**src/rtl/fetch_slave_pkg.sv**
```systemverilog
package fetch_slave_pkg;

  // Load strobes from the control path to the request registers.
  typedef struct packed {
    logic loadCurFromReq;   // active burst takes the presented request
    logic loadCurFromPend;  // active burst takes the held request
    logic loadPendFromReq;  // hold slot takes the presented request
  } fsStrobe_t;

endpackage

```
**src/rtl/fetch_slave_ctrl.sv**
```systemverilog
module fetch_slave_ctrl
  import fetch_slave_pkg::*;
#(
  parameter int WAIT_W   = 2,
  parameter int BURST    = 4,
  parameter int DATA_LAT = 2,
  localparam int BEAT_W  = (BURST > 1) ? $clog2(BURST) : 1,
  localparam int LAT_W   = $clog2(DATA_LAT + 1)
) (
  input  logic              clk,
  input  logic              rstN,
  input  logic [WAIT_W-1:0] cfgWait,
  input  logic              reqValid,
  input  logic              reqAbort,
  output logic              addrAck,
  output logic              rdAck,
  output logic [BEAT_W-1:0] beatIdx,
  output fsStrobe_t         strobe
);

  logic [WAIT_W-1:0] waitCnt;
  logic              pendValid;
  logic              active;
  logic [LAT_W-1:0]  latCnt;
  logic [BEAT_W-1:0] beatCnt;

  logic waitDone, accept, beatNow, lastBeat, engFree, loadCur;

  // Address phase: acknowledge once the wait has elapsed with the slot free.
  assign waitDone = (waitCnt >= cfgWait);
  assign addrAck  = reqValid && !pendValid && waitDone;
  // An abort in the acknowledge cycle cancels the transfer outright.
  assign accept   = addrAck && !reqAbort;

  // Data phase bookkeeping.
  assign beatNow  = active && (latCnt == '0);
  assign lastBeat = (beatCnt == BEAT_W'(BURST - 1));
  assign engFree  = !active || (beatNow && lastBeat);

  always_comb begin
    strobe = '0;
    if (pendValid && engFree) begin
      strobe.loadCurFromPend = 1'b1;
    end else if (accept && engFree) begin
      strobe.loadCurFromReq = 1'b1;
    end else if (accept) begin
      strobe.loadPendFromReq = 1'b1;
    end
  end

  assign loadCur = strobe.loadCurFromReq || strobe.loadCurFromPend;

  // Wait counter: runs only while a live request sees a free slot.
  always_ff @(posedge clk or negedge rstN) begin
    if (!rstN) begin
      waitCnt <= '0;
    end else if (!reqValid || reqAbort || addrAck) begin
      waitCnt <= '0;
    end else if (!pendValid && !waitDone) begin
      waitCnt <= waitCnt + 1'b1;
    end
  end

  // Single-entry hold slot.
  always_ff @(posedge clk or negedge rstN) begin
    if (!rstN) begin
      pendValid <= 1'b0;
    end else if (strobe.loadCurFromPend) begin
      pendValid <= 1'b0;
    end else if (strobe.loadPendFromReq) begin
      pendValid <= 1'b1;
    end
  end

  // Burst engine: latency countdown, then one beat per cycle.
  always_ff @(posedge clk or negedge rstN) begin
    if (!rstN) begin
      active  <= 1'b0;
      latCnt  <= '0;
      beatCnt <= '0;
    end else if (loadCur) begin
      active  <= 1'b1;
      latCnt  <= LAT_W'(DATA_LAT - 1);
      beatCnt <= '0;
    end else if (beatNow) begin
      if (lastBeat) begin
        active <= 1'b0;
      end else begin
        beatCnt <= beatCnt + 1'b1;
      end
    end else if (active) begin
      latCnt <= latCnt - 1'b1;
    end
  end

  assign rdAck   = beatNow;
  assign beatIdx = beatCnt;

endmodule

```
**src/rtl/fetch_slave_dp.sv**
```systemverilog
module fetch_slave_dp
  import fetch_slave_pkg::*;
#(
  parameter int ADDR_W  = 16,
  parameter int DATA_W  = 32,
  parameter int BEAT_W  = 2,
  localparam int PAD_W  = DATA_W - ADDR_W - 3
) (
  input  logic              clk,
  input  logic              rstN,
  input  fsStrobe_t         strobe,
  input  logic [BEAT_W-1:0] beatIdx,
  input  logic [ADDR_W-1:0] reqAddr,
  input  logic [1:0]        reqPrio,
  input  logic              reqAttr,
  output logic [DATA_W-1:0] rdData
);

  logic [ADDR_W-1:0] curAddr, pendAddr;
  logic [1:0]        curPrio, pendPrio;
  logic              curAttr, pendAttr;
  logic [ADDR_W-1:0] wordAddr;

  always_ff @(posedge clk or negedge rstN) begin
    if (!rstN) begin
      pendAddr <= '0;
      pendPrio <= '0;
      pendAttr <= 1'b0;
    end else if (strobe.loadPendFromReq) begin
      pendAddr <= reqAddr;
      pendPrio <= reqPrio;
      pendAttr <= reqAttr;
    end
  end

  always_ff @(posedge clk or negedge rstN) begin
    if (!rstN) begin
      curAddr <= '0;
      curPrio <= '0;
      curAttr <= 1'b0;
    end else if (strobe.loadCurFromPend) begin
      curAddr <= pendAddr;
      curPrio <= pendPrio;
      curAttr <= pendAttr;
    end else if (strobe.loadCurFromReq) begin
      curAddr <= reqAddr;
      curPrio <= reqPrio;
      curAttr <= reqAttr;
    end
  end

  assign wordAddr = curAddr + ADDR_W'(beatIdx);

  // Generated word: tag bits on top, running word address at the bottom.
  generate
    if (PAD_W > 0) begin : g_pad
      assign rdData = {curPrio, curAttr, {PAD_W{1'b0}}, wordAddr};
    end else begin : g_nopad
      assign rdData = {curPrio, curAttr, wordAddr};
    end
  endgenerate

endmodule

```
**src/rtl/fetch_slave.sv**
```systemverilog
module fetch_slave
  import fetch_slave_pkg::*;
#(
  parameter int ADDR_W   = 16,
  parameter int DATA_W   = 32,
  parameter int WAIT_W   = 2,
  parameter int BURST    = 4,
  parameter int DATA_LAT = 2,
  localparam int BEAT_W  = (BURST > 1) ? $clog2(BURST) : 1
) (
  input  logic              clk,
  input  logic              rstN,
  input  logic [WAIT_W-1:0] cfgWait,
  input  logic              reqValid,
  input  logic [ADDR_W-1:0] reqAddr,
  input  logic [1:0]        reqPrio,
  input  logic              reqAttr,
  input  logic              reqAbort,
  output logic              addrAck,
  output logic              rdAck,
  output logic [DATA_W-1:0] rdData
);

  fsStrobe_t         strobe;
  logic [BEAT_W-1:0] beatIdx;

  fetch_slave_ctrl #(
    .WAIT_W(WAIT_W), .BURST(BURST), .DATA_LAT(DATA_LAT)
  ) u_ctrl (
    .clk(clk), .rstN(rstN), .cfgWait(cfgWait),
    .reqValid(reqValid), .reqAbort(reqAbort),
    .addrAck(addrAck), .rdAck(rdAck),
    .beatIdx(beatIdx), .strobe(strobe)
  );

  fetch_slave_dp #(
    .ADDR_W(ADDR_W), .DATA_W(DATA_W), .BEAT_W(BEAT_W)
  ) u_dp (
    .clk(clk), .rstN(rstN), .strobe(strobe), .beatIdx(beatIdx),
    .reqAddr(reqAddr), .reqPrio(reqPrio), .reqAttr(reqAttr),
    .rdData(rdData)
  );

endmodule

```
**config.mk**
```make
export PLATFORM = sky130hd
export DESIGN_NAME = fetch_slave
export DESIGN_NICKNAME = d
export VERILOG_FILES = /design/src/rtl/fetch_slave_pkg.sv /design/src/rtl/fetch_slave_ctrl.sv /design/src/rtl/fetch_slave_dp.sv /design/src/rtl/fetch_slave.sv
export SDC_FILE = /design/constraint.sdc
export NUM_CORES = 1
export LEC_CHECK = 0
export BUFFER_PORTS_ARGS = -buffer_cell sky130_fd_sc_hd__buf_2
export CAP_MARGIN = 20
export CORE_UTILIZATION = 54
export DETAILED_ROUTE_END_ITERATION = 10
export PLACE_DENSITY = 0.86
export SLEW_MARGIN = 10
export SYNTH_ARGS = -nofsm -noshare
export SYNTH_HDL_FRONTEND = slang
export SYNTH_SLANG_ARGS = --single-unit
```
**constraint.sdc**
```tcl
create_clock -name clk -period 3.9 [get_ports clk]
set_input_delay 0.585 -clock clk [delete_from_list [all_inputs] [get_ports clk]]
set_output_delay 0.585 -clock clk [all_outputs]
set_load 0.005 [all_outputs]
```
---- Yosys cells after proc, flatten, opt, wreduce, memory -nomap -nowiden ----
Cells that the tools add are included.
word-level totals
  output and inout bits ................... 34
  input port bits ......................... 25
  bits in registers ....................... 46
cells by class
  reduce and logical (&&, ||, !) cells .... 27
  eq/ne operators ......................... 3
  mux-type cells .......................... 25
  add/sub/neg operators ................... 4
  order comparisons ....................... 1
operator list
  kind                                                                 count
  16-bit 2-to-1 mux                                                    2
  2-bit 2-to-1 mux                                                     10
  16-bit by 2-bit adder with 16-bit output                             1
  1-bit 2-to-1 mux                                                     13
  2-bit nonzero test                                                   6
  1-bit logical AND                                                    8
  2-bit AND reduction                                                  3
  1-bit logical NOT                                                    5
  2-bit by 1-bit adder with 2-bit output (second input constant)       2
  1-bit logical OR                                                     4
  2-bit inequality test (second input constant)                        2
  2-bit equality test (second input constant)                          1
  2-bit greater-or-equal comparator                                    1
  2-bit logical NOT                                                    1
  2-bit by 1-bit subtractor with 2-bit output (second input constant)  1

---- Longest topological paths before layout ----
Gate-level depths: netlist of the first run.
  depth after elaboration ................. 10
  gate-level depth with buffers ........... 7
  depth with buffers taken out ............ 6

---- Modules after synthesis ----
Synthesis of the first run repeated with hierarchy kept, for this count alone.
unflattened totals
  cell total of the unflattened synthesis .. 234
  area, all modules ....................... 2526.2 µm²
by module, submodules not included
  module            area each (µm²)  instances  cells each  sequential area each (µm²)
  fetch_slave_dp    2018.2           1          181         950.9
  fetch_slave_ctrl  508.0            1          53          200.2

---- Worst setup path after synthesis of the first run ----
Ideal clock, no wire load.
  kind .................................... input -> register
  start ................................... in cfgWait[0]
  end ..................................... reg u_dp.pendAddr[0]
  data arrival time ....................... 2.078 ns
  setup slack ............................. 1.697 ns
  library setup time ...................... 0.125 ns
  path buffers ............................ 1
  data required time ...................... 3.775 ns
  stages .................................. 6
  cells stage by stage .................... ha_1 -> nand2b_2 -> a21oi_2 -> nor4_4 -> buf_6 -> mux2_2
between the ends
  cells in the longest elaborated chain, start to end .. 6
  elaborated cells on any way between the ends .. 7
RTL lines
  element                                                       RTL line                                        text
  from (decl)                                                   fetch_slave.sv:13                               input logic [WAIT_W-1:0] cfgWait,
  2-bit greater-or-equal comparator (*)                         fetch_slave_ctrl.sv:30                          assign waitDone = (waitCnt >= cfgWait);
  1-bit logical AND (*)                                         fetch_slave_ctrl.sv:31                          assign addrAck = reqValid && !pendValid && waitDone;
  1-bit logical AND (*)                                         fetch_slave_ctrl.sv:33                          assign accept = addrAck && !reqAbort;
  1-bit 2-to-1 mux / 1-bit logical AND (equally long branches)  fetch_slave_ctrl.sv:46, fetch_slave_ctrl.sv:44
  1-bit 2-to-1 mux (*)                                          fetch_slave_ctrl.sv:44                          end else if (accept && engFree) begin
  1-bit 2-to-1 mux (*)                                          fetch_slave_ctrl.sv:42                          if (pendValid && engFree) begin
  to (signal assigned)                                          fetch_slave_dp.sv:30                            pendAddr <= reqAddr;
  to (decl)                                                     fetch_slave_dp.sv:19                            logic [ADDR_W-1:0] curAddr, pendAddr;
Every way passes the cells marked *; elsewhere a longest branch is shown, timed or not.
A chain may end at the register's enable or synchronous reset.

---- Worst setup path in the final report of the first run ----
  start ................................... reg u_ctrl.beatCnt[0], in the netlist u_ctrl.beatIdx[0]
  end ..................................... out rdData[10]
between the ends
  cells in the longest elaborated chain, start to end .. 1
RTL lines
  element                                   RTL line                text
  from (decl)                               fetch_slave_ctrl.sv:25  logic [BEAT_W-1:0] beatCnt;
  from (signal assigned)                    fetch_slave_ctrl.sv:89  beatCnt <= beatCnt + 1'b1;
  16-bit by 2-bit adder with 16-bit output  fetch_slave_dp.sv:52    assign wordAddr = curAddr + ADDR_W'(beatIdx);
  to (decl)                                 fetch_slave.sv:21       output logic [DATA_W-1:0] rdData
Every way passes these cells.

==> flow_metrics.py, run 1 <==
metrics = {
    "pwr": {
        "peakVddDrop_v": 0.000314,
        "powerDensity_mw_per_mm2": 727,
        "leakagePower_nw": 1.27,
        "totalPowerFinal_mw": 2.06,
    },
    "run": {
        "drv_cap": 0,
    },
    "cells_and_area": {
        "n_antenna_cell": 0,
        "fin_area_mm2": 0.00283,
        "syn_to_final_growth_pct": 12.7,
        "drive_above_1_share_pct": 30.1,
        "multiInputGateArea_mm2": 0.00123,
        "fillers": 347,
        "layout.nets": 300,
        "final_util_pct": 64.0,
        "seqCellArea_mm2": 0.00115,
        "final_cells": 321,
    },
    "sta": {
        "finClkSkew_ps": 2.44,
        "tns_ps": 0,
        "rsz0062_at_grt": "false",
        "fin_hold_ws_ps": 186,
        "fin_ws_ps": 1260,
        "period_needed_ps": 2640,
        "fmax_mhz": 378,
        "tightest_slew_ps": 882,
        "setup_viol": 0,
        "finalCritPeriodShare_pct": 67.8,
        "relSlewSlack_pct": 41.2,
        "hold_viol": 0,
        "slew_viol_final": 0,
    },
    "yosys": {
        "synth.area.top_cells": "dfrtp_1 (46%), mux2_2 (8.5%), a2bb2oi_1 (6.6%)",
        "synth_top_area_share_pct": 45.9,
        "ys_warn_count": 0,
        "synth.avg_cell_area_um2": 11.1,
        "synth_seq_area_share_pct": 45.9,
        "syn_area_mm2": 0.00251,
        "synth.distinct_cells": 34,
        "yosysTopAreaCell": "dfrtp_1",
        "syn_inst": 225,
        "ys_ff_latch": 46,
    },
    "route": {
        "detail-route-antenna-nets": 0,
        "drt_iter0_drc": 124,
        "vias": 1763,
        "wirelength_mm": 4.78,
        "drc": 0,
        "avgRoutedWirePerCell_um": 14.9,
        "drt_first_pass_iters": 4,
        "avgViaCountPerCell": 5.49,
    },
    "setup_path": {
        "worstPathArrival_ps": 2060,
        "crit_family": "adder cells",
        "crit_type": "register to output pin",
        "cp_max_fo": 4,
        "r2r_slack_ps": 1780,
        "max_stage_delay_ps": 450,
        "crit_buf_inv": 1,
        "end_kind": "output pin",
        "critPathSlowestCell": "fa_1",
        "cp-start-kind": "register",
        "worstPathCellList": "ha_1, fa_1, and4_1, nand4_1, xnor2_1, buf_2",
        "required_ps": 3310,
    },
    "place": {
        "pre_cts_slack_ps": 1500,
        "placed_area_mm2": 0.00271,
        "dp.cells": 312,
        "port-buffer-count": 45,
        "hpwl_mm": 3.40,
        "gp_congestion": 0.765,
    },
    "clock_tree": {
        "cts_repair_resize_count": 0,
        "root_buffer": "clkbuf_8",
        "cts-buffers-inserted": 5,
        "cts_tree": "done",
        "post_cts_buffers": 0,
        "cts_max_path_buffers": 2,
        "htreeDepth": 2,
        "cts_hold_buf": 0,
        "clk_pin_slew_ps": 80,
        "clk_latency_ps": 290,
        "cts.sinks": 46,
    },
    "floorplan": {
        "core_area_mm2": 0.00441,
        "die-area_mm2": 0.00492,
        "start_util_pct": 56.8,
        "std_cell_rows": 24,
        "die_w_um": 70.1,
        "die-height_um": 70.1,
        "io_pins": 59,
    },
    "global_routing": {
        "grt_pass1_vias": 1703,
        "grt-ovfl-total": 0,
        "grt_pass1_wl_mm": 8.10,
        "track_usage_pct": 21.2,
        "antenna_found_initial": 0,
        "grt_max_degree": 47,
    },
    "status": {
        "outcome": "completed",
    },
    "min_path": {
        "hp-class": "input port to asynchronous set/reset pin",
    },
}
cells in the mapped netlist:
master and instances:
dfrtp_1 46, nand2b_1 21, a2bb2oi_1 19, mux2_2 19, o31ai_1 19, buf_4 14
xnor2_1 13, nand2_1 9, clkbuf_1 7, ha_1 6, nor2_1 6, nand3_1 5
buf_2 4, inv_1 4, and4_1 3, nor2b_1 3, xor2_1 3, a211oi_1 2
and2_1 2, and3_1 2, mux2i_1 2, nand4_1 2, nor3_1 2, o21ai_0 2
a21o_1 1, a21oi_1 1, a21oi_2 1, buf_6 1, conb_1 1, fa_1 1
nand2b_2 1, nor3b_1 1, nor4_4 1, or2_2 1
final cells by class:
cell class              instances  share of cell area, %
clock buffers                   7                   3.06
clock inverters                 1                  0.177
inverters                       4                  0.531
multi-input cells             161                   43.4
flip-flops and latches         46                   40.7
well taps                      52                   2.30
repair buffers                 50                   9.74
state kept, by name, summed over array words and instances, names as in the netlist:
register          flops
u_ctrl.active         1
u_ctrl.beatIdx        2
u_ctrl.latCnt         2
u_ctrl.pendValid      1
u_ctrl.waitCnt        2
u_dp.curAddr         16
u_dp.curAttr          1
u_dp.curPrio          2
u_dp.pendAddr        16
u_dp.pendAttr         1
u_dp.pendPrio         2
power by group:
part	internal, mW	switching [mW]	total, mW	leakage, nW
logic	0.487	0.385	0.872	0.676
clock network	0.143	0.147	0.290	0.0482
registers	0.709	0.185	0.893	0.541
worst paths after layout:
check,to,cells past startpoint,from
min in group clk,u_dp.pendAddr[4],1,u_dp.pendAddr[4]
setup reg to reg,u_dp.curAddr[6],7,u_ctrl.waitCnt[0]
hold / removal,u_dp.pendAddr[2],1,rstN
setup / recovery,rdData[10],6,u_ctrl.beatIdx[0]
max in group asynchronous,u_ctrl.waitCnt[1],2,rstN
hold reg to reg,u_dp.pendAddr[4],1,u_dp.pendAddr[4]
worst register-to-register path, stage by stage, from the launching register on:
cell       delay [ps]
dfrtp_1           390
inv_1             110
ha_1              240
nand2b_2          190
a211oi_1          530
nor2_1            150
buf_4             230
a2bb2oi_1         180
routing by layer:
metal / part of all wire, % / wire (um) / track usage (%)
met5: 0 / 0 / 0
met3: 3.6 / 172 / 5.05
met1: 48 / 2270 / 31.2
met4: 0.61 / 29 / 5.33
met2: 48 / 2300 / 31.7
layout by cell type, fill, tap and decap left out, types with 2 or more instances in the layout:
cell / Yosys / layout
a2bb2oi_1: 19 / 19
mux2_2: 19 / 19
and2_1: 2 / 2
nand4_1: 2 / 2
ha_1: 6 / 6
nand2_1: 9 / 9
and4_1: 3 / 3
mux2i_1: 2 / 2
buf_2: 4 / 45
buf_4: 14 / 4
nor2_1: 6 / 6
xnor2_1: 13 / 13
o21ai_0: 2 / 2
nand3_1: 5 / 5
a211oi_1: 2 / 2
inv_1: 4 / 4
nor2b_1: 3 / 3
o31ai_1: 19 / 19
conb_1: 1 / 13
clkbuf_8: 0 / 6
and3_1: 2 / 2
nand2b_1: 21 / 21
dfrtp_1: 46 / 46
xor2_1: 3 / 3
cell families after synthesis:
kind of cell / synth area share (%)
mux: 9.34
compound gates: 14.2
fa+ha+maj: 3.79
other cells: 0.150
buf+inv: 7.09
xor+xnor: 5.59
simple gates: 13.9
flops: 45.9
(Power assumes the default switching activity.)
==> inputs of run 2 (changes only) <==
Settings changed: CORE_UTILIZATION 54 to 48, PLACE_DENSITY 0.86 to 0.81.
Clock period 3.9 ns to 2.4 ns, I/O delays scaled along.
==> run 2 against run 1 <==
Net effect:
- clock skew grew 3.8 ps
- combinational power grew 62%
- final area grew 2.6%
- die area grew 12%
- routed wire length shrank 0.88%
- setup slack lost 1100 ps
- sequential power grew 63%
- final cell count grew 5.9%
- sequential cell count is the same
- hold slack gained 120 ps
- first-iteration DRC count shrank 28%
- non-clock buffer count grew 5
- largest power group unchanged
==> flow_metrics.py, run 2 (synthesis results as in run 1) <==
metrics = {
    "pwr": {
        "peakVddDrop_v": 0.000429,
        "swShare_pct": 33.4,
        "p_switching_mw": 1.15,
        "leakagePower_nw": 1.29,
        "p_int_mw": 2.29,
        "powerDensity_mw_per_mm2": 1190,
        "pwr-share-clk_pct": 16.8,
        "totalPowerFinal_mw": 3.44,
        "p_comb_share_pct": 40.9,
        "seqPwrFrac_pct": 42.3,
    },
    "global_routing": {
        "grt_max_degree": 31,
        "grt_pass1_wl_mm": 7.91,
        "grtUsageMet2_pct": 28.8,
        "grt_pass1_vias": 1665,
        "use_met1_pct": 27.9,
        "busiest_layer": "met2",
        "grt-ovfl-total": 0,
        "antenna_found_initial": 0,
        "grt_use_met3_pct": 4.20,
        "track_usage_pct": 19.2,
    },
    "run": {
        "drv_cap": 0,
    },
    "setup_path": {
        "cp-start-kind": "register",
        "end_kind": "output pin",
        "worstPathArrival_ps": 1930,
        "crit_type": "register to output pin",
        "cp_max_fo": 4,
        "required_ps": 2040,
    },
    "clock_tree": {
        "clk_pin_slew_ps": 80,
        "root_buffer": "clkbuf_8",
        "cts.sinks": 46,
        "cts-buffers-inserted": 5,
        "clk_latency_ps": 300,
        "cts_tree": "done",
        "htreeDepth": 2,
        "cts_max_path_buffers": 2,
    },
    "sta": {
        "period_needed_ps": 2290,
        "hold_viol": 0,
        "setup_viol": 0,
        "rsz0062_at_grt": "false",
        "fin_hold_ws_ps": 310,
        "fmax_mhz": 437,
        "relSlewSlack_pct": 63.9,
        "tightest_slew_ps": 541,
        "tns_ps": 0,
        "slew_viol_final": 0,
        "fin_ws_ps": 109,
        "finalCritPeriodShare_pct": 95.4,
        "finClkSkew_ps": 6.22,
    },
    "cells_and_area": {
        "n_antenna_cell": 0,
        "top_regs": "u_dp.curAddr: 16 flops, u_dp.pendAddr: 16 flops",
        "layout_common_cells": "dfrtp_1 (46), buf_2 (45), nand2b_1 (21)",
        "syn_to_final_growth_pct": 15.6,
        "fillers": 433,
        "drive_above_1_share_pct": 32.2,
        "layout_commonest_cell": "dfrtp_1",
        "layout.nets": 305,
    },
    "route": {
        "drt_first_pass_iters": 4,
        "wirelength_mm": 4.73,
        "avgViaCountPerCell": 5.31,
        "drc": 0,
        "vias": 1805,
        "avgRoutedWirePerCell_um": 13.9,
        "drt_iter0_drc": 89,
        "detail-route-antenna-nets": 0,
    },
    "floorplan": {
        "die-area_mm2": 0.00551,
        "start_util_pct": 51.4,
        "die-height_um": 74.3,
        "die_w_um": 74.3,
        "core_area_mm2": 0.00488,
        "io_pins": 59,
        "std_cell_rows": 25,
    },
    "place": {
        "pre_cts_slack_ps": 330,
        "hpwl_mm": 3.51,
        "gp_congestion": 0.835,
        "port-buffer-count": 45,
    },
    "min_path": {
        "hp-class": "input port to register",
    },
    "status": {
        "outcome": "completed",
    },
}
## run 2: power by group through the flow
stage	Sequential (mW)	Clock, mW	Combinational, mW
floorplan	1.37	0	1.04
global placement	1.45	0	1.37
detailed placement	1.47	0	1.40
CTS	1.46	0.593	1.41
global route	1.52	0.618	1.60
finish	1.46	0.577	1.41
## run 2: final timing paths
path | startpoint | cells past startpoint | endpoint | slack (ps)
worst max-delay path | u_ctrl.beatIdx[0] | 6 | rdData[14] | 110
worst min-delay path | reqAddr[5] | 2 | u_dp.pendAddr[5] | 310
worst max register to register | u_ctrl.waitCnt[0] | 7 | u_dp.pendAddr[12] | 460
worst min register to register | u_dp.pendAttr | 1 | u_dp.pendAttr | 500
max in group asynchronous | rstN | 3 | u_dp.curAddr[3] | 1510
min in group asynchronous | rstN | 2 | u_dp.curPrio[1] | 380
## run 2: layout make-up
class | instances | area (um^2) | area share (%)
Clock inverter | 1 | 30.0 | 1.04
Clock buffer | 6 | 82.6 | 2.85
Inverter | 4 | 15.0 | 0.518
Timing Repair Buffer | 55 | 303 | 10.4
Sequential cell | 46 | 1150 | 39.7
Multi-Input combinational cell | 161 | 1230 | 42.5
Tap cell | 67 | 83.8 | 2.89
## run 2: through the flow
step | std cells | utilization, % | area [um^2]
after detailed placement | 331 | 56.6 | 2760
after floorplan | 237 | - | 2550
after CTS | 339 | 59.2 | 2890
final | 340 | 59.4 | 2900
after global routing | 340 | 59.4 | 2900
after global placement | 331 | 56.6 | 2760
## run 2: routing by layer
metal / wire length (um) / vias up
met5: 0 / -
li1: - / 872
met1: 2220 / 875
met2: 2220 / 54
met3: 234 / 4
met4: 61 / 0
## run 2: worst max-delay path, stage by stage (launching register included)
cell,delay (ps)
dfrtp_1,390
ha_1,230
fa_2,380
and4_2,270
nand3_1,100
xnor2_1,120
buf_2,130
## run 2: repair_timing
action,CTS,global route
gates resized for setup,1,2
buffers inserted,0,1
hold buffers,1,0
setup endpoints to repair,1,4
hold endpoints to repair,2,0
==> inputs of run 3 (changes only) <==
Settings changed: MAX_ROUTING_LAYER set to met4.
==> run 3 against run 2 <==
Net effect:
- sequential cell count unchanged
- critical endpoint unchanged
- sequential power about the same
- routed wire length increased by 0.72%
- register-to-register slack about the same
- first-iteration DRC count increased by 6.7%
- highest routed layer unchanged
==> flow_metrics.py, run 3 (synthesis results as in run 1) <==
metrics = {
    "setup_path": {
        "end_kind": "output pin",
        "reg2reg_depth": 7,
        "worstPathArrival_ps": 1930,
        "crit_family": "adder cells",
        "crit_buf_inv": 1,
        "cp-start-kind": "register",
        "required_ps": 2040,
        "cp.depth": 6,
        "regToRegEndpoint": "u_dp.pendAddr[12]",
        "cp_max_fo": 4,
        "crit_type": "register to output pin",
        "reg2reg_from": "u_ctrl.waitCnt[0]",
        "max_stage_delay_ps": 390,
        "critPathSlowestCell": "dfrtp_1",
        "setup.worst_path.end": "rdData[14]",
        "startpoint": "u_ctrl.beatIdx[0]",
        "worstPathCellList": "ha_1, fa_2, and4_2, nand3_1, xnor2_1, buf_2",
        "r2r_slack_ps": 460,
    },
    "place": {
        "dp.cells": 331,
        "port-buffer-count": 45,
        "hpwl_mm": 3.51,
        "gp_congestion": 0.848,
        "pre_cts_slack_ps": 330,
    },
    "pwr": {
        "peakVddDrop_v": 0.000429,
        "powerDensity_mw_per_mm2": 1190,
        "totalPowerFinal_mw": 3.44,
        "leakagePower_nw": 1.29,
    },
    "clock_tree": {
        "clk_latency_ps": 300,
        "cts_max_path_buffers": 2,
        "htreeDepth": 2,
        "cts-buffers-inserted": 5,
        "cts_tree": "done",
        "root_buffer": "clkbuf_8",
        "cts.sinks": 46,
        "clk_pin_slew_ps": 80,
    },
    "global_routing": {
        "antenna_found_initial": 0,
        "grt_pass1_wl_mm": 7.91,
        "grt-ovfl-total": 0,
        "grt_max_degree": 31,
        "grt_pass1_vias": 1663,
        "track_usage_pct": 19.8,
    },
    "floorplan": {
        "die-area_mm2": 0.00551,
        "io_pins": 59,
        "die_w_um": 74.3,
        "start_util_pct": 51.4,
        "std_cell_rows": 25,
        "core_area_mm2": 0.00488,
        "die-height_um": 74.3,
    },
    "route": {
        "drc": 0,
        "detail-route-antenna-nets": 0,
        "wirelength_mm": 4.77,
        "avgRoutedWirePerCell_um": 14.0,
        "avgViaCountPerCell": 5.31,
        "vias": 1806,
        "drt_iter0_drc": 95,
        "drt_first_pass_iters": 4,
    },
    "sta": {
        "hold_viol": 0,
        "finClkSkew_ps": 6.29,
        "setup_viol": 0,
        "relSlewSlack_pct": 63.9,
        "period_needed_ps": 2290,
        "tightest_slew_ps": 542,
        "fin_ws_ps": 112,
        "slew_viol_final": 0,
        "tns_ps": 0,
        "finalCritPeriodShare_pct": 95.3,
        "rsz0062_at_grt": "false",
        "fmax_mhz": 437,
    },
    "cells_and_area": {
        "syn_to_final_growth_pct": 15.6,
        "fillers": 433,
        "layout.nets": 305,
        "top_regs": "u_dp.curAddr: 16 flops, u_dp.pendAddr: 16 flops",
        "n_antenna_cell": 0,
        "drive_above_1_share_pct": 32.2,
        "layout_common_cells": "dfrtp_1 (46), buf_2 (45), nand2b_1 (21)",
        "layout_commonest_cell": "dfrtp_1",
        "final_cells": 340,
    },
    "run": {
        "drv_cap": 0,
    },
    "min_path": {
        "hp-class": "input port to register",
    },
    "status": {
        "outcome": "completed",
    },
}
==> run 3: cell counts in the layout (fill, tap and decap cells not counted) <==
Identical to the previous run, type by type.
==> run 3: timing repair <==
item                                    in CTS  in global routing
setup buffers                                0                  1
endpoints found under the setup margin       1                  4
resized for setup                            1                  2
hold buffers                                 1                  0
endpoints found under the hold margin        2                  0
==> run 3: where the power goes <==
part           switching (mW)  leakage, nW  internal [mW]
sequential              0.308        0.541           1.15
combinational           0.600        0.694          0.808
clock                   0.244       0.0573          0.333
total                    1.15         1.29           2.29
==> run 3: final cells by class <==
class,instances,area (um^2),share of cell area [%]
Clock inverter,1,30.0,1.04
Timing Repair Buffer,55,303,10.4
Clock buffer,6,82.6,2.85
Multi-Input combinational cell,161,1230,42.5
Inverter,4,15.0,0.518
Tap cell,67,83.8,2.89
Sequential cell,46,1150,39.7
==> run 3: stage by stage <==
step | cell area (um^2) | hold slack (ps) | utilization, %
3_5_place_dp | 2760 | 169 | 56.6
5_1_grt | 2900 | 295 | 59.4
2_1_floorplan | 2550 | 64.4 | -
6_report | 2900 | 310 | 59.4
3_3_place_gp | 2760 | 168 | 56.6
4_1_cts | 2890 | 303 | 59.2
==> run 3: how the worst min path moves through the flow <==
stage / start / end / cells past startpoint
2_1_floorplan: rstN / u_ctrl.active / 0
3_3_place_gp: rstN / u_dp.curPrio[0] / 1
3_5_place_dp: rstN / u_dp.curPrio[1] / 1
4_1_cts: reqAddr[2] / u_dp.pendAddr[2] / 2
5_1_grt: reqAddr[2] / u_dp.pendAddr[2] / 2
6_report: reqAddr[5] / u_dp.pendAddr[5] / 2
==> run 3: layer usage <==
metal	vias to the layer above	track usage [%]	share of wire, %
met4	0	6.29	1.3
met3	4	4.20	4.7
met5	-	-	0
li1	871	-	-
met2	54	28.8	46
met1	877	27.9	48
==> run 3: worst reg2reg max path, delay by kind of cell, from the launching register on <==
kind            cells  cell delay (ps)
compound gates      1               90
mux                 1              370
fa+ha+maj           1              270
flops               1              360
buf+inv             2              380
simple gates        2              360
